==> src/rtl/pca_timebase.sv <==
module pca_timebase #(
  parameter int DW       = 8,
  parameter int NMOD     = 5,
  parameter int SLOW_DIV = 12,
  parameter int FAST_DIV = 4,
  parameter int EXT_DIV  = 8,
  localparam int CW      = 2 * DW,
  localparam int SW      = $clog2(SLOW_DIV),
  localparam int FW      = $clog2(FAST_DIV) + 1,
  localparam int EW      = $clog2(EXT_DIV)
) (
  input  logic            clk,
  input  logic            rst_n,
  input  logic            bus_we,
  input  logic [1:0]      bus_addr,
  input  logic [DW-1:0]   bus_wdata,
  output logic [DW-1:0]   bus_rdata,
  input  logic            clk6_mode,
  input  logic            t0_ovf,
  input  logic            ext_pin,
  input  logic            idle,
  input  logic [NMOD-1:0] mod_evt,
  output logic [CW-1:0]   count,
  output logic            irq,
  output logic            wdt_en4
);

  logic            cidl_q, wdte_q, ecf_q, cf_q, run_q;
  logic [1:0]      src_q;
  logic [NMOD-1:0] flag_q;
  logic [CW-1:0]   cnt_q;

  logic [SW-1:0] slow_q;
  logic [FW-1:0] fast_q;
  logic [EW-1:0] ext_q;
  logic          sync1_q, sync2_q, samp_q;

  wire wr_mode = bus_we && bus_addr == 2'd0;
  wire wr_ctrl = bus_we && bus_addr == 2'd1;
  wire wr_lo   = bus_we && bus_addr == 2'd2;
  wire wr_hi   = bus_we && bus_addr == 2'd3;

  wire [SW-1:0] slow_lim = clk6_mode ? SW'(SLOW_DIV / 2 - 1) : SW'(SLOW_DIV - 1);
  wire [FW-1:0] fast_lim = clk6_mode ? FW'(FAST_DIV / 2 - 1) : FW'(FAST_DIV - 1);
  wire [EW-1:0] ext_lim  = clk6_mode ? EW'(EXT_DIV / 2 - 1)  : EW'(EXT_DIV - 1);

  wire slow_tick = slow_q == '0;
  wire fast_tick = fast_q == '0;
  wire ext_stb   = ext_q == '0;
  wire ext_fall  = ext_stb && samp_q && !sync2_q;

  always_ff @(posedge clk) begin
    if (!rst_n) begin
      slow_q  <= '0;
      fast_q  <= '0;
      ext_q   <= '0;
      sync1_q <= 1'b0;
      sync2_q <= 1'b0;
      samp_q  <= 1'b0;
    end else begin
      slow_q  <= (slow_q >= slow_lim) ? '0 : slow_q + 1'b1;
      fast_q  <= (fast_q >= fast_lim) ? '0 : fast_q + 1'b1;
      ext_q   <= (ext_q >= ext_lim) ? '0 : ext_q + 1'b1;
      sync1_q <= ext_pin;
      sync2_q <= sync1_q;
      if (ext_stb) samp_q <= sync2_q;
    end
  end

  logic src_tick;
  always_comb begin
    case (src_q)
      2'd0:    src_tick = slow_tick;
      2'd1:    src_tick = fast_tick;
      2'd2:    src_tick = t0_ovf;
      default: src_tick = ext_fall;
    endcase
  end

  wire inc = run_q && !(cidl_q && idle) && src_tick;
  wire ovf = inc && (&cnt_q);

  logic [CW-1:0] cnt_d;
  always_comb begin
    cnt_d = cnt_q + CW'(inc);
    if (wr_lo) cnt_d[DW-1:0]  = bus_wdata;
    if (wr_hi) cnt_d[CW-1:DW] = bus_wdata;
  end

  always_ff @(posedge clk) begin
    if (!rst_n) begin
      cidl_q <= 1'b0;
      wdte_q <= 1'b0;
      src_q  <= 2'd0;
      ecf_q  <= 1'b0;
      cf_q   <= 1'b0;
      run_q  <= 1'b0;
      flag_q <= '0;
      cnt_q  <= '0;
    end else begin
      if (wr_mode) begin
        cidl_q <= bus_wdata[7];
        wdte_q <= bus_wdata[6];
        src_q  <= bus_wdata[2:1];
        ecf_q  <= bus_wdata[0];
      end
      if (wr_ctrl) run_q <= bus_wdata[6];
      cf_q   <= (wr_ctrl ? bus_wdata[7] : cf_q) | ovf;
      flag_q <= (wr_ctrl ? bus_wdata[NMOD-1:0] : flag_q) | mod_evt;
      cnt_q  <= cnt_d;
    end
  end

  always_comb begin
    bus_rdata = '0;
    case (bus_addr)
      2'd0: begin
        bus_rdata[7]   = cidl_q;
        bus_rdata[6]   = wdte_q;
        bus_rdata[2:1] = src_q;
        bus_rdata[0]   = ecf_q;
      end
      2'd1: begin
        bus_rdata[7]        = cf_q;
        bus_rdata[6]        = run_q;
        bus_rdata[NMOD-1:0] = flag_q;
      end
      2'd2:    bus_rdata = cnt_q[DW-1:0];
      default: bus_rdata = cnt_q[CW-1:DW];
    endcase
  end

  assign count   = cnt_q;
  assign irq     = cf_q && ecf_q;
  assign wdt_en4 = wdte_q;

endmodule

==> config.mk <==
export PLATFORM = sky130hd
export DESIGN_NAME = pca_timebase
export DESIGN_NICKNAME = d
export VERILOG_FILES = /design/src/rtl/pca_timebase.sv
export SDC_FILE = /design/constraint.sdc
export NUM_CORES = 1
export LEC_CHECK = 0
export ABC_AREA = 1
export ABC_CLOCK_PERIOD_IN_PS = 5000
export CORE_MARGIN = 1
export CORE_UTILIZATION = 40
export DETAILED_ROUTE_END_ITERATION = 12
export PLACE_DENSITY = 0.75
export SLEW_MARGIN = 10
export SYNTH_ARGS = -nofsm -noshare
export SYNTH_HDL_FRONTEND = slang
export SYNTH_SLANG_ARGS = --single-unit
export TNS_END_PERCENT = 30
==> constraint.sdc <==
create_clock -name clk -period 5 [get_ports clk]
set_input_delay 0.75 -clock clk [delete_from_list [all_inputs] [get_ports clk]]
set_output_delay 0.75 -clock clk [all_outputs]
set_load 0.03 [all_outputs]
==> reports/metrics.cfg <==
[sta]
setup_tns_ns=0
drv_slew=0
finalSetupViolations=0
tightest_slew_ns=0.805
fin_worst_skew_ns=0.00628
slew_headroom_pct=46.2
fin_crit_sh_pct=68.9
rsz0062_at_grt=no
fin_ws_ns=1.55
hold_viol=0
max_freq_mhz=290
period_needed_ns=3.45

[power_and_ir_drop]
power_density_nw_per_um2=263
peakVddDrop_uv=179
leakage_nw=1.35

[global_routing]
grt_max_degree=23
grt_overflow=0
antenna_found_initial=0
grt_pass1_vias=2106
track_usage_pct=20.3
grt_first_pass_wirelength_mm=9.67

[placed_design]
place.gp.congestion=0.890
io_buffers=47
hpwl_mm=4.51
place_inst=452
dp_slack_ns=1.58

[floorplanning]
die_area_um2=6230
die_h_um=78.9
initial_core_util_pct=42.2
ios=48
die_x_um=78.9
rows=27
core-area_um2=5610

[cells_and_area]
drive_gt1_share_pct=7.99
n_antenna_cell=0
fillers=588
stdcell_count=460
syn2layout_area_growth_pct=26.0
finalNetCount=423

[setup_path]
critical_path_buf_inv_count=3
cp-start-kind=primary input
path_common_cell=clkdlybuf4s50_1
critPathRequiredTime_ns=4.25
arrival_ns=2.70
critical_path_class=primary input to primary output
reg2reg_from=ext_q[0]$_SDFF_PP0_
startpoint=bus_addr[0]
crit_path_cell_trace=clkdlybuf4s50_1 > nor2_1 > inv_1 > o2111ai_1 > clkdlybuf4s50_1
crit_family=buffers and inverters
path_max_fanout=5
crit_slowest_cell=clkdlybuf4s50_1
max_stage_delay_ns=0.71
endpoint_kind=primary output

[synthesis]
synth_edf_count=0
synth.distinct_cells=32
netlist.area_leader.share_pct=34.7
synth_common_cells=inv_1, nand2_1, dfxtp_1
synth.most_common_cell=inv_1
synth_seq_cells=41
yosysWarningCount=0
syn_area_um2=2370
synthCells=338
async_flop_share_pct=0
synthesis.nets=374
synth.avg_cell_area_um2=7.00
ys_seq_area_share_pct=34.7
synth_top_area_cell=dfxtp_1
ys.flop_type=dfxtp_1
synth.area.top_cells=dfxtp_1, inv_1, nand2_1

[clock_network]
cts_hold_buf=0
clk_pin_slew_ns=0.09
cts_tree=yes
postCtsSetupRepairBufs=0
cts_root_buffer=clkbuf_8
htree_levels=2
clk_path_buf_depth=2
cts-resized-gates=0
worstSkewPairLatency_ns=0.31
clock-sinks=41
numCtsBuffers=5

[route]
drt_first_iter_violations=141
route.detailed.drc=0
avgRoutedWirePerCell_um=12.6
drt-vias-per-instance=4.89
postRouteAntennaNets=0
via_count=2249
drt_wl_total_mm=5.80
drtPass1Iterations=4

[job]
max_cap_violations=0

[hold_path]
hp-class=register to register
hp-start=sync1_q$_SDFF_PN0_

[status]
outcome=finished, final reports clean

[stage by stage]
step	cell area (um^2)	util, %	hold slack, ns	total power, mW
2_1_floorplan	2370	-	0.390	0.496
3_3_place_gp	2890	51.5	0.411	0.559
3_5_place_dp	2890	51.5	0.417	0.566
4_1_cts	2980	53.2	0.438	0.789
5_1_grt	2980	53.2	0.455	0.827
6_report	2980	53.2	0.434	0.784
[cells by family after synthesis]
logic type / Yosys count / share of synthesized area [%]
and+or+nand+nor: 133 / 25.1
buffers and inverters: 75 / 12.7
AOI/OAI and AO/OA: 66 / 16.8
DFF: 41 / 34.7
adders and majority gates: 14 / 7.40
xor gates and xnor gates: 9 / 3.33
[power by group]
group	internal (mW)	switching, mW
sequential	0.354	0.0252
combinational	0.0765	0.102
clock	0.0979	0.128
[metal layers]
layer	vias to the layer above	routed length [um]	global-route usage (%)
met5	-	0	0
met4	0	138	9.45
met3	12	435	4.25
met2	74	2590	31.9
met1	991	2640	26.6
li1	1172	-	-
[worst paths after layout]
path	end	slack, ns	cells after the start
max	bus_rdata[1]	1.55	5
min	sync2_q$_SDFF_PN0_	0.43	2
max reg2reg	count[14]$_SDFF_PN0_	2.56	16
min reg2reg	sync2_q$_SDFF_PN0_	0.43	2
[layout by cell type (no fill, tap or decap), drive strengths merged, types with 2 or more instances in the layout]
cell type | netlist | routed
nor2 | 39 | 39
o2111ai | 2 | 2
dfxtp | 41 | 41
clkinvlp | 0 | 3
nand3 | 20 | 20
inv | 70 | 70
o21ai | 31 | 31
xor2 | 6 | 6
clkdlybuf4s50 | 0 | 47
nand4 | 5 | 5
a21oi | 25 | 25
a221oi | 2 | 2
o221ai | 2 | 2
nand2 | 67 | 67
ha | 14 | 14
clkbuf | 1 | 5
xnor2 | 3 | 3
[worst reg2reg max path, cell delays in order, from the launching register on]
cell and delay [ns]:
dfxtp_1 0.33, inv_1 0.06, ha_1 0.15, inv_1 0.04, nor2_1 0.11, nand2_1 0.08, o21ai_0 0.31, and2_1 0.20
ha_1 0.20, ha_1 0.16, nand3_1 0.13, nor2_1 0.23, nand3_1 0.11, nand2_1 0.07, nand3_1 0.06, nand2_1 0.06
inv_1 0.04
[state kept, by name, indices dropped and copies added, names as in the netlist, 2 cells and up]
register  count
count        16
ext_q         3
fast_q        3
flag_q        5
slow_q        4
src_q         2
[cell type report]
class | instances | area [um^2] | share of cell area, %
multi-input combinational | 222 | 1240 | 41.7
timing repair buffer | 47 | 470 | 15.8
tap | 72 | 90.1 | 3.02
sequential | 41 | 821 | 27.5
inverter | 70 | 265 | 8.90
clock buffer | 5 | 68.8 | 2.31
clock inverter | 3 | 22.5 | 0.755
No activity file was read; power rests on OpenSTA's default activity.
